<file path="config.mk">
export PLATFORM = sky130hd
export DESIGN_NAME = burst_hdr_rx
export DESIGN_NICKNAME = d
export VERILOG_FILES = /design/src/rtl/burst_hdr_pkg.sv /design/src/rtl/burst_hdr_ctrl.sv /design/src/rtl/burst_hdr_dp.sv /design/src/rtl/burst_hdr_rx.sv
export SDC_FILE = /design/constraint.sdc
export NUM_CORES = 1
export LEC_CHECK = 0
export ABC_CLOCK_PERIOD_IN_PS = 5300
export BUFFER_PORTS_ARGS = -buffer_cell sky130_fd_sc_hd__clkbuf_2
export CAP_MARGIN = 20
export CORE_ASPECT_RATIO = 0.9
export CORE_MARGIN = 2
export CORE_UTILIZATION = 55
export DETAILED_ROUTE_END_ITERATION = 10
export GPL_ROUTABILITY_DRIVEN = 0
export PLACE_DENSITY = 0.83
export SLEW_MARGIN = 0
export SYNTH_ARGS = -nofsm -noshare
export SYNTH_HDL_FRONTEND = slang
export SYNTH_SLANG_ARGS = --single-unit
</file>
<file path="constraint.sdc">
create_clock -name clk -period 5.3 [get_ports clk]
set_clock_uncertainty 0.15 [all_clocks]
set_input_delay 0.265 -clock clk [delete_from_list [all_inputs] [get_ports clk]]
set_output_delay 0.265 -clock clk [all_outputs]
set_load 0.005 [all_outputs]
</file>
<file path="src/rtl/burst_hdr_pkg.sv">
package burst_hdr_pkg;
  localparam int DEST_W = 2;
  localparam int LEN_W  = 4;
  localparam int OFF_W  = 4;
  localparam int QOS_W  = 2;
  localparam int CHAN_W = 3;
  localparam int SLOT_W = 6;

  localparam int HDR_W    = 1 + CHAN_W + QOS_W + OFF_W + LEN_W + DEST_W;
  localparam int DEST_LSB = 0;
  localparam int LEN_LSB  = DEST_LSB + DEST_W;
  localparam int OFF_LSB  = LEN_LSB + LEN_W;
  localparam int QOS_LSB  = OFF_LSB + OFF_W;
  localparam int CHAN_LSB = QOS_LSB + QOS_W;

  typedef struct packed {
    logic [CHAN_W-1:0] chan;
    logic [QOS_W-1:0]  qos;
    logic [LEN_W-1:0]  len;
    logic [SLOT_W-1:0] ts;
    logic [SLOT_W-1:0] te;
  } req_t;

  localparam int REQ_W = $bits(req_t);

  typedef struct packed {
    logic loadFirst;
    logic loadNext;
    logic frameDone;
    logic frameErr;
  } strobe_t;
endpackage

</file>
<file path="src/rtl/burst_hdr_ctrl.sv">
module burst_hdr_ctrl
  import burst_hdr_pkg::*;
#(
  parameter int FRAME_WORDS = 2
) (
  input  logic    clk,
  input  logic    rstN,
  input  logic    hdrValid,
  input  logic    hdrSof,
  output strobe_t stb
);
  localparam int IDX_W = (FRAME_WORDS > 2) ? $clog2(FRAME_WORDS) : 1;
  localparam logic [IDX_W-1:0] LAST_IDX = IDX_W'(FRAME_WORDS - 1);

  // 0 means no frame open; k means k words already taken
  logic [IDX_W-1:0] wordIdx, nextIdx;

  always_comb begin
    stb     = '0;
    nextIdx = wordIdx;
    if (hdrValid) begin
      if (hdrSof) begin
        stb.loadFirst = 1'b1;
        stb.frameErr  = (wordIdx != '0);
        nextIdx       = IDX_W'(1);
      end else if (wordIdx == '0) begin
        stb.frameErr = 1'b1;
      end else begin
        stb.loadNext = 1'b1;
        if (wordIdx == LAST_IDX) begin
          stb.frameDone = 1'b1;
          nextIdx       = '0;
        end else begin
          nextIdx = wordIdx + IDX_W'(1);
        end
      end
    end
  end

  always_ff @(posedge clk) begin
    if (!rstN) wordIdx <= '0;
    else       wordIdx <= nextIdx;
  end
endmodule

</file>
<file path="src/rtl/burst_hdr_dp.sv">
module burst_hdr_dp
  import burst_hdr_pkg::*;
#(
  parameter int NUM_DEST    = 3,
  parameter int CNT_MOD     = 40,
  parameter int WORD_W      = 8,
  parameter int FRAME_WORDS = 2
) (
  input  logic                clk,
  input  logic                rstN,
  input  logic [WORD_W-1:0]   hdrWord,
  input  logic                slotTick,
  input  strobe_t             stb,
  output logic [NUM_DEST-1:0] reqValid,
  output logic [REQ_W-1:0]    reqPayload,
  output logic                errPulse
);
  localparam int PART_W = (FRAME_WORDS - 1) * WORD_W;
  localparam logic [SLOT_W-1:0] CNT_LAST = SLOT_W'(CNT_MOD - 1);
  localparam logic [SLOT_W:0]   MOD_X    = (SLOT_W + 1)'(CNT_MOD);

  logic [SLOT_W-1:0] slotCnt;
  logic [SLOT_W-1:0] stampCnt;
  logic [PART_W-1:0] partBuf;
  logic [HDR_W-1:0]  fullHdr;

  function automatic logic [SLOT_W-1:0] modAdd(input logic [SLOT_W-1:0] a,
                                               input logic [SLOT_W-1:0] b);
    logic [SLOT_W:0] s;
    s = {1'b0, a} + {1'b0, b};
    if (s >= MOD_X) s = s - MOD_X;
    return s[SLOT_W-1:0];
  endfunction

  // slot counter with wrap
  always_ff @(posedge clk) begin
    if (!rstN)         slotCnt <= '0;
    else if (slotTick) slotCnt <= (slotCnt == CNT_LAST) ? '0 : slotCnt + SLOT_W'(1);
  end

  // header assembly and arrival stamp
  always_ff @(posedge clk) begin
    if (!rstN) begin
      partBuf  <= '0;
      stampCnt <= '0;
    end else begin
      if (stb.loadFirst || stb.loadNext) partBuf <= PART_W'({partBuf, hdrWord});
      if (stb.loadFirst)                 stampCnt <= slotCnt;
    end
  end

  assign fullHdr = {partBuf, hdrWord};

  logic [DEST_W-1:0] destF;
  logic [LEN_W-1:0]  lenF;
  logic [OFF_W-1:0]  offF;
  logic              parityOk, destOk, accept;
  req_t              reqNext;
  logic [NUM_DEST-1:0] hitVec;

  assign destF    = fullHdr[DEST_LSB +: DEST_W];
  assign lenF     = fullHdr[LEN_LSB +: LEN_W];
  assign offF     = fullHdr[OFF_LSB +: OFF_W];
  assign parityOk = ~^fullHdr;
  assign destOk   = (32'(destF) < NUM_DEST);
  assign accept   = parityOk && destOk;

  always_comb begin
    reqNext.chan = fullHdr[CHAN_LSB +: CHAN_W];
    reqNext.qos  = fullHdr[QOS_LSB +: QOS_W];
    reqNext.len  = lenF;
    reqNext.ts   = modAdd(stampCnt, SLOT_W'(offF));
    reqNext.te   = modAdd(reqNext.ts, SLOT_W'(lenF));
  end

  for (genvar d = 0; d < NUM_DEST; d++) begin : g_route
    assign hitVec[d] = (destF == DEST_W'(d));
  end

  always_ff @(posedge clk) begin
    if (!rstN) begin
      reqValid   <= '0;
      errPulse   <= 1'b0;
      reqPayload <= '0;
    end else begin
      reqValid <= (stb.frameDone && accept) ? hitVec : '0;
      errPulse <= stb.frameErr || (stb.frameDone && !accept);
      if (stb.frameDone && accept) reqPayload <= reqNext;
    end
  end
endmodule

</file>
<file path="src/rtl/burst_hdr_rx.sv">
module burst_hdr_rx
  import burst_hdr_pkg::*;
#(
  parameter int NUM_DEST = 3,
  parameter int CNT_MOD  = 40,
  parameter int WORD_W   = 8
) (
  input  logic                clk,
  input  logic                rstN,
  input  logic [WORD_W-1:0]   hdrWord,
  input  logic                hdrSof,
  input  logic                hdrValid,
  input  logic                slotTick,
  output logic [NUM_DEST-1:0] reqValid,
  output logic [REQ_W-1:0]    reqPayload,
  output logic                errPulse
);
  localparam int FRAME_WORDS = HDR_W / WORD_W;

  strobe_t stb;

  burst_hdr_ctrl #(.FRAME_WORDS(FRAME_WORDS)) u_ctrl (
    .clk(clk), .rstN(rstN), .hdrValid(hdrValid), .hdrSof(hdrSof), .stb(stb)
  );

  burst_hdr_dp #(
    .NUM_DEST(NUM_DEST), .CNT_MOD(CNT_MOD), .WORD_W(WORD_W), .FRAME_WORDS(FRAME_WORDS)
  ) u_dp (
    .clk(clk), .rstN(rstN), .hdrWord(hdrWord), .slotTick(slotTick), .stb(stb),
    .reqValid(reqValid), .reqPayload(reqPayload), .errPulse(errPulse)
  );
endmodule

</file>
**After elaboration in Yosys (flattened, before gate mapping)**

Index checks and enable logic that the tools add are counted.

- Logic and storage cells: 36
- Register bits after elaboration: 46
- Input port bits: 13

- Muxes and demuxes: 9
- Reduce and logical (&&, ||, !) cells: 9
- $lt $le $gt $ge: 3
- Equal/unequal tests: 3
- Add/subtract/negate cells: 5

Operators by type and width:

| cell | number |
|---|---|
| $mux W6 | 3 |
| $reduce_xnor A16 Y1 | 1 |
| $add A6 B4 Y7 | 2 |
| $ge A7 B6 Y1 const B | 2 |
| $sub A6 B6 Y6 const B | 2 |
| $add A6 B1 Y6 const B | 1 |
| $eq A6 B6 Y1 const B | 1 |
| $mux W2 | 2 |
| $mux W4 | 1 |
| $logic_and A1 B1 Y1 | 3 |
| $mux W1 | 3 |
| $eq A2 B1 Y1 const B | 1 |
| $eq A2 B2 Y1 const B | 1 |
| $logic_not A2 Y1 | 1 |
| $logic_or A1 B1 Y1 | 2 |
| $lt A2 B2 Y1 const B | 1 |
| $reduce_and A2 Y1 | 1 |
| $logic_not A1 Y1 | 1 |

**Logic depth before layout (Yosys ltp)**

Gate-level depths: netlist of run 1.

- Depth in word-level cells: 6
- Mapped depth: 19
- Depth with buffers taken out: 19

**Hierarchy**

A second synthesis of run 1 with hierarchy kept.

- Cells, all modules: 315
- Area total of the unflattened synthesis: 2671.3 um^2

By module, submodules not included:

| module | times used | cells each | area an instance (um^2) | seq. area each (um^2) |
|---|---|---|---|---|
| burst_hdr_dp | 1 | 306 | 2593.7 | 900.9 |
| burst_hdr_ctrl | 1 | 9 | 77.6 | 20.0 |

**Worst setup path before layout of run 1**

OpenSTA, ideal clock, no wires.

- Kind: reg2reg
- Start point: reg u_dp.stampCnt[0]
- End point: reg u_dp.reqPayload[3]
- Setup time: 0.134 ns
- Cell stages (with the launch flop): 20
- Arrival time: 4.598 ns
- Data required time: 5.016 ns
- Slack: 0.418 ns
- Path through: dfxtp_1 -> ha_1 -> fa_1 -> and3_2 -> or3_4 -> nand2_1 -> ha_1 -> a221oi_1 -> o21ai_0 -> a21boi_0 -> a211o_1 -> ha_1 -> and2_1 -> a221o_2 -> xnor2_1 -> ha_1 -> or4b_1 -> a311oi_2 -> or4_1 -> o2111ai_1

RTL lines:

| what | RTL line | text |
|---|---|---|
| start: declaration | burst_hdr_dp.sv:23 | `logic [SLOT_W-1:0] stampCnt;` |
| start signal: assignment | burst_hdr_dp.sv:48 | `if (stb.loadFirst) stampCnt <= slotCnt;` |
| end signal: assignment | burst_hdr_dp.sv:88 | `if (stb.frameDone && accept) reqPayload <= reqNext;` |
| end: declaration | burst_hdr_dp.sv:15 | `output logic [REQ_W-1:0] reqPayload,` |

==> results of run 1 <==
==> layer usage <==
metal,share of wire,wire [µm]
met1,0.46,2760
met2,0.48,2840
met3,0.037,217
met4,0.021,126
met5,0,0
==> repair_timing <==
item                                    4_1_cts  5_1_grt
buffers inserted                              0        1
hold endpoints to repair                      0        0
resized for setup                             0        3
hold buffers                                  0        0
endpoints found under the setup margin        0        2
==> metrics by stage <==
step	util	hold WS, ns	setup TNS (ns)	power (µW)	worst slack (ns)
finish	0.649	0.159	0	786	0.173
detailed placement	0.622	0.324	0	513	0.0717
floorplan	-	0.267	0	475	0.418
global route	0.649	0.177	-0.0616	819	-0.0347
CTS	0.646	0.148	0	791	0.0937
global placement	0.622	0.306	0	507	0.238
==> layout by cell type, fill, tap and decap left out, types with 9 or more instances in the layout <==
| cell | count |
|---|---|
| dfxtp_1 | 46 |
| clkbuf_2 | 37 |
| nor2b_1 | 27 |
| mux2i_1 | 24 |
| nand2_1 | 23 |
| ha_1 | 15 |
| xnor2_1 | 13 |
| nand3_1 | 13 |
| nor2_1 | 11 |
| o21ai_0 | 9 |
| a21boi_0 | 9 |
==> worst max-delay path: stages, from the launching register on <==
cell and delay [ns]:
dfxtp_1 0.34, ha_1 0.24, fa_2 0.39, and3_2 0.19
or3_4 0.36, nand2_1 0.09, ha_2 0.21, a221oi_1 0.07
o21ai_0 0.19, a21boi_0 0.11, a211o_1 0.28, ha_1 0.29
and2_1 0.19, a221o_2 0.38, xnor2_1 0.14, ha_2 0.23
or4b_1 0.56, a311oi_2 0.33, or4_1 0.16, o2111ai_1 0.09
==> cells by family (layout without fill, tap and decap cells) <==
| kind of cell | Yosys count | count (layout) |
|---|---|---|
| AOI/OAI and AO/OA | 58 | 58 |
| xor gates and xnor gates | 21 | 21 |
| adders and majority gates | 19 | 19 |
| buffers and inverters | 21 | 60 |
| DFF | 46 | 46 |
| muxes | 24 | 24 |
| and+or+nand+nor | 105 | 105 |
==> final cells by class <==
cell class                 instances  area (µm²)  share of cell area
clock inverter                     3        48.8              0.0154
tap                               65        81.3              0.0257
sequential                        46         921               0.291
inverter                           7        26.3             0.00832
clock buffer                       5        68.8              0.0218
timing repair buffer              45         245              0.0776
multi-input combinational        227        1770               0.560
==> state kept, by name, summed over array words and instances (netlist names) <==
register and count:
u_dp.reqPayload 21, u_dp.reqValid 3, u_dp.errPulse 1, u_ctrl.wordIdx 1, u_dp.stampCnt 6, u_dp.partBuf 8
u_dp.slotCnt 6
==> worst paths after layout <==
kind	startpoint	end	slack, ns	cells after the start
setup / recovery	u_dp.stampCnt[0]	u_dp.reqPayload[3]	0.17	19
hold / removal	hdrWord[6]	u_dp.partBuf[6]	0.16	3
setup reg to reg	u_dp.stampCnt[0]	u_dp.reqPayload[3]	0.17	19
hold reg to reg	u_dp.stampCnt[2]	u_dp.stampCnt[2]	0.34	2
==> power breakdown <==
group | leakage [µW] | switching (µW) | total [µW] | internal, µW
clock | 0.0000563 | 133 | 277 | 144
combinational | 0.000916 | 76.3 | 147 | 70.8
sequential | 0.000372 | 7.13 | 361 | 354
total | 0.00134 | 217 | 786 | 569
==> summary.md, run 1 <==
| Metric | Value |
|---|---|
| Initial antenna violation count | 0 |
| Vias in the first global route | 2,170 |
| Yosys warns | 0 |
| Outcome | complete, no violations |
| TritonRoute pass-1 iters | 5 |
| Simple-gate share of the synthesized area | 0.208 |
| Die height | 71.6 µm |
| Sequential share of the synthesized area | 0.330 |
| Synth unique cells | 55 |
| Slew @ Worst Pin | 0.984 ns |
| Die footprint | 5660 µm² |
| Inst Count DP | 389 |
| Fmax | 195 MHz |
| Mean Syn Cell Area | 9.49 µm² |
| Synth cell count leaders | 46 x dfxtp_1, 27 x nor2b_1, 24 x mux2i_1 |
| Fill cell count | 400 |
| Crit path time final | 5.13 ns |
| Layout net count | 364 |
| Synthesized Nets | 326 |
| Post-Syn Area | 2790 µm² |
| Synth top area share | 0.330 |
| Via count | 2,235 |
| Root Buffer | clkbuf_8 |
| Clock-pin transition on the worst setup and hold timing paths | 0.10 ns |
| First-pass GRT wire length | 10,100 µm |
| Grt met2 use | 0.383 |
| Initial drt markers | 92 |
| Vias per cell | 5.62 |
| Residual DRC count | 0 |
| Met3 GRT Util | 0.0479 |
| Final instance area | 3160 µm² |
| Share of layout cells above drive strength 1 | 0.210 |
| Die Width | 79.1 µm |
| Max FO, Critical Path | 5 |
| Final worst-path cycle share | 0.967 |
| Startpoint types | register |
| GRT busiest layer | met2 |
| Most frequent cell after synthesis | dfxtp_1 |
| Worst EP required | 5.32 ns |
| Rel. slew slack | 0.339 |
| Worst Setup End Kind | register |
| Initial Util | 0.574 |
| Sink Count | 46 |
| Core Footprint | 4860 µm² |
| H-tree depth | 2 |
| Clock Latency Late Sink | 0.31 ns |
| Post-DRT Antenna Nets | 0 |
| Max Root-Sink Buffers | 2 |
| Mux cell area share after synthesis | 0.0861 |
| Slew Limit Fails | 0 |
| Synth Area in Compound Gates | 0.166 |
| Detailed Place HPWL | 4270 µm |
| MaxCap Viol Count | 0 |
| GRT overflow | 0 |
| CTS tree | built |
| Max VDD drop | 0.000186 V |
| TritonCTS Buffers | 5 |
| Largest family of logic cells by synthesized area | simple AND/OR/NAND/NOR gates |
| WS Path Type | register to register |
| Top post-synthesis cells by area | dfxtp_1 33%, mux2i_1 8.6%, ha_1 7.6% |
| Min-delay worst type | input port to register |
| Top_reg_cell synth | dfxtp_1 |
| Placed instance area | 3030 µm² |
| CP Data Arrival Time | 5.15 ns |
| Async set-reset flop share out of synthesis | 0 |
| Antenna cells | 0 |
| Pin count of the biggest net entering global routing | 45 |
| Adder-Cell Fraction of Synth Area | 0.0905 |
| Synth Area in XOR/XNOR | 0.0807 |
| P_leak | 0.00134 µW |
| Grt met1 use | 0.289 |
| Row count | 24 |
| Routed len/inst | 14.9 µm |
| Gate Count Post-Synth | 294 |
| # IOs | 38 |
| # setup viols final | 0 |
| Hold Violations, Final | 0 |
| Synth area leader | dfxtp_1 |
| DRT Wirelength | 5940 µm |
| Total track usage | 0.227 |
| Layout Area Growth over Synthesis | 13.2% |
| Cell Count, Final, Fillers Out | 398 |
| Post-synth EDFFs | 0 |
| IO Port Bufs | 37 |
| PD cells | 249 nW/µm² |
| Synth Register Bits | 46 |
Note: power is estimated with default switching activity, not from simulation.
==> run 2: changes to the inputs <==
--- a/config.mk
+++ b/config.mk
@@ -10,11 +10,11 @@
 export CAP_MARGIN = 20
 export CORE_ASPECT_RATIO = 0.9
 export CORE_MARGIN = 2
-export CORE_UTILIZATION = 55
+export CORE_UTILIZATION = 47
 export DETAILED_ROUTE_END_ITERATION = 10
 export GPL_ROUTABILITY_DRIVEN = 0
-export PLACE_DENSITY = 0.83
-export SLEW_MARGIN = 0
+export PLACE_DENSITY = 0.73
+export SLEW_MARGIN = 20
 export SYNTH_ARGS = -nofsm -noshare
 export SYNTH_HDL_FRONTEND = slang
 export SYNTH_SLANG_ARGS = --single-unit
==> summary.md, run 2 (synthesis results as in run 1) <==
| Metric | Value |
|---|---|
| Crit-path most repeated cell | ha_1 |
| GRT overflow | 0 (unchanged) |
| Max reg flops | 21 (unchanged) |
| Antenna cells | 0 (unchanged) |
| Vias in the first global route | 2,081 (-4.1%) |
| CP Data Arrival Time | 5.02 ns (-0.13 ns) |
| # IOs | 38 (unchanged) |
| Pin count of the biggest net entering global routing | 45 (unchanged) |
| WS Path Type | register to register |
| CP max stage delay | 0.56 ns (about the same) |
| CTS tree | built |
| TritonCTS Buffers | 5 (unchanged) |
| Vias per cell | 5.47 (-2.7%) |
| Max Root-Sink Buffers | 2 (unchanged) |
| Post-DRT Antenna Nets | 0 (unchanged) |
| Layout net count | 364 (unchanged) |
| Most frequent cells in the layout | 46 x dfxtp_1, 37 x clkbuf_2, 27 x nor2b_1, 24 x mux2i_1, 23 x nand2_1 |
| Crit path time final | 5.01 ns (-0.114 ns) |
| Final worst-path cycle share | 0.946 (-0.0215) |
| DRT Wirelength | 5650 µm (-5.0%) |
| Initial Util | 0.490 (-0.0835) |
| Row count | 26 (+8.3%) |
| Routed len/inst | 14.0 µm (-6.2%) |
| Slowest-stage cell, CP | or4b_1 |
| Initial drt markers | 115 (+25%) |
| Slew @ Worst Pin | 0.949 ns (-0.0354 ns) |
| Top Registers | u_dp.reqPayload: 21 flops, u_dp.partBuf: 8 flops |
| P_leak | 0.00134 µW (-0.36%) |
| TritonRoute pass-1 iters | 4 (-1) |
| Die footprint | 6570 µm² (+16%) |
| Initial antenna violation count | 0 (unchanged) |
| Share of layout cells above drive strength 1 | 0.210 (unchanged) |
| Detailed Place HPWL | 4140 µm (-3.0%) |
| Startpoint types | register |
| Residual DRC count | 0 (unchanged) |
| Fmax | 199 MHz (+2.3%) |
| Outcome | complete, no violations |
| Slew Limit Fails | 0 (unchanged) |
| IO Port Bufs | 37 (unchanged) |
| CP top delay family | simple AND/OR/NAND/NOR gates |
| Sink Count | 46 (unchanged) |
| Via count | 2,203 (-1.4%) |
| Number of hold buffers added after CTS | 0 (unchanged) |
| Total track usage | 0.173 (-0.0533) |
| H-tree depth | 2 (unchanged) |
| Min-delay worst type | input port to register |
| Hold Violations, Final | 0 (unchanged) |
| Clock Latency Late Sink | 0.29 ns (-0.02 ns) |
| Max VDD drop | 0.000156 V (-16%) |
| First-pass GRT wire length | 9410 µm (-6.8%) |
| Die Width | 85.2 µm (+7.8%) |
| # setup viols final | 0 (unchanged) |
| Max FO, Critical Path | 5 (unchanged) |
| Layout Area Growth over Synthesis | 12.5% |
| Core Footprint | 5690 µm² (+17%) |
| Worst EP required | 5.31 ns (about the same) |
| Crit-path cells | ha_1 > fa_2 > and3_2 > or3_4 > nand2_1 > ha_2 > a221oi_1 > o21ai_1 > a21boi_0 > a211o_1 > ha_1 > and2_1 > a221o_2 > xnor2_1 > ha_1 > or4b_1 > a311oi_2 > or4_1 > o2111ai_1 |
| Worst Setup End Kind | register |
| Root Buffer | clkbuf_8 |
| Post-place setup slack | 0.109 ns (+0.0370 ns) |
| PD cells | 231 nW/µm² (-7.2%) |
| Final setup margin | 0.287 ns (+0.114 ns) |
| MaxCap Viol Count | 0 (unchanged) |
| Crit path buf inv count | 0 (unchanged) |
| Worst hold slack | 0.135 ns (-0.0242 ns) |
| Clock-pin transition on the worst setup and hold timing paths | 0.10 ns (about the same) |
| Reg with most FFs | u_dp.reqPayload |
| Rel. slew slack | 0.363 (+0.0238) |
| Die height | 77.1 µm (+7.7%) |
| Commonest non-fill, non-tap cell in the layout | dfxtp_1 |
-- run 2: changes by cell type in the layout (fill, tap and decap cells not counted), sizes merged --
cell and change:
clkinvlp -1, bufinv -1, clkinv +2
-- run 2: worst paths after layout --
kind | from | endpoint | slack [ns] | cells past startpoint
setup / recovery | u_dp.stampCnt[0] | u_dp.reqPayload[3] | 0.29 | 19
hold reg to reg | u_dp.stampCnt[3] | u_dp.stampCnt[3] | 0.32 | 2
hold / removal | hdrWord[6] | u_dp.partBuf[6] | 0.13 | 3
setup reg to reg | u_dp.stampCnt[0] | u_dp.reqPayload[3] | 0.29 | 19
-- run 2: timing repair --
item                                   CTS  global route
endpoints found under the hold margin    0             0
buffers inserted                         0             2
gates resized for setup                  0             4
setup endpoints to repair                0             2
-- run 2: worst reg2reg max path, cell delays in order (launching register included) --
cell	delay [ns]
dfxtp_1	0.33
ha_1	0.23
fa_2	0.38
and3_2	0.20
or3_4	0.36
nand2_1	0.10
ha_2	0.21
a221oi_1	0.06
o21ai_1	0.13
a21boi_0	0.10
a211o_1	0.28
ha_1	0.30
and2_1	0.19
a221o_2	0.38
xnor2_1	0.14
ha_1	0.21
or4b_1	0.56
a311oi_2	0.32
or4_1	0.17
o2111ai_1	0.08
-- run 2: cell type report --
type,instances,area (µm²)
Clock inverter,3,18.8
Multi-Input combinational cell,227,1770
Fill cell,523,2550
Timing Repair Buffer,45,245
Inverter,7,26.3
Sequential cell,46,921
Tap cell,70,87.6
Clock buffer,5,68.8
-- run 2: metrics by stage --
step / util / instances / TNS (ns) / instance area, µm² / total power, µW
floorplan: - / 294 / 0 / 2790 / 475
global placement: 0.531 / 393 / 0 / 3030 / 506
detailed placement: 0.531 / 393 / 0 / 3030 / 509
CTS: 0.547 / 401 / 0 / 3110 / 728
global route: 0.552 / 403 / -0.0171 / 3140 / 760
finish: 0.552 / 403 / 0 / 3140 / 725
-- run 2: routing by layer --
metal,wire (µm),GRT usage
met1,2710,0.235
met2,2710,0.288
met3,222,0.0323
met4,2,0.0365
met5,0,0
-- run 2: power by group --
| group | switching (µW) | internal (µW) |
|---|---|---|
| clock network | 125 | 93.1 |
| registers | 6.90 | 354 |
| logic | 74.5 | 71.0 |
| total | 207 | 518 |
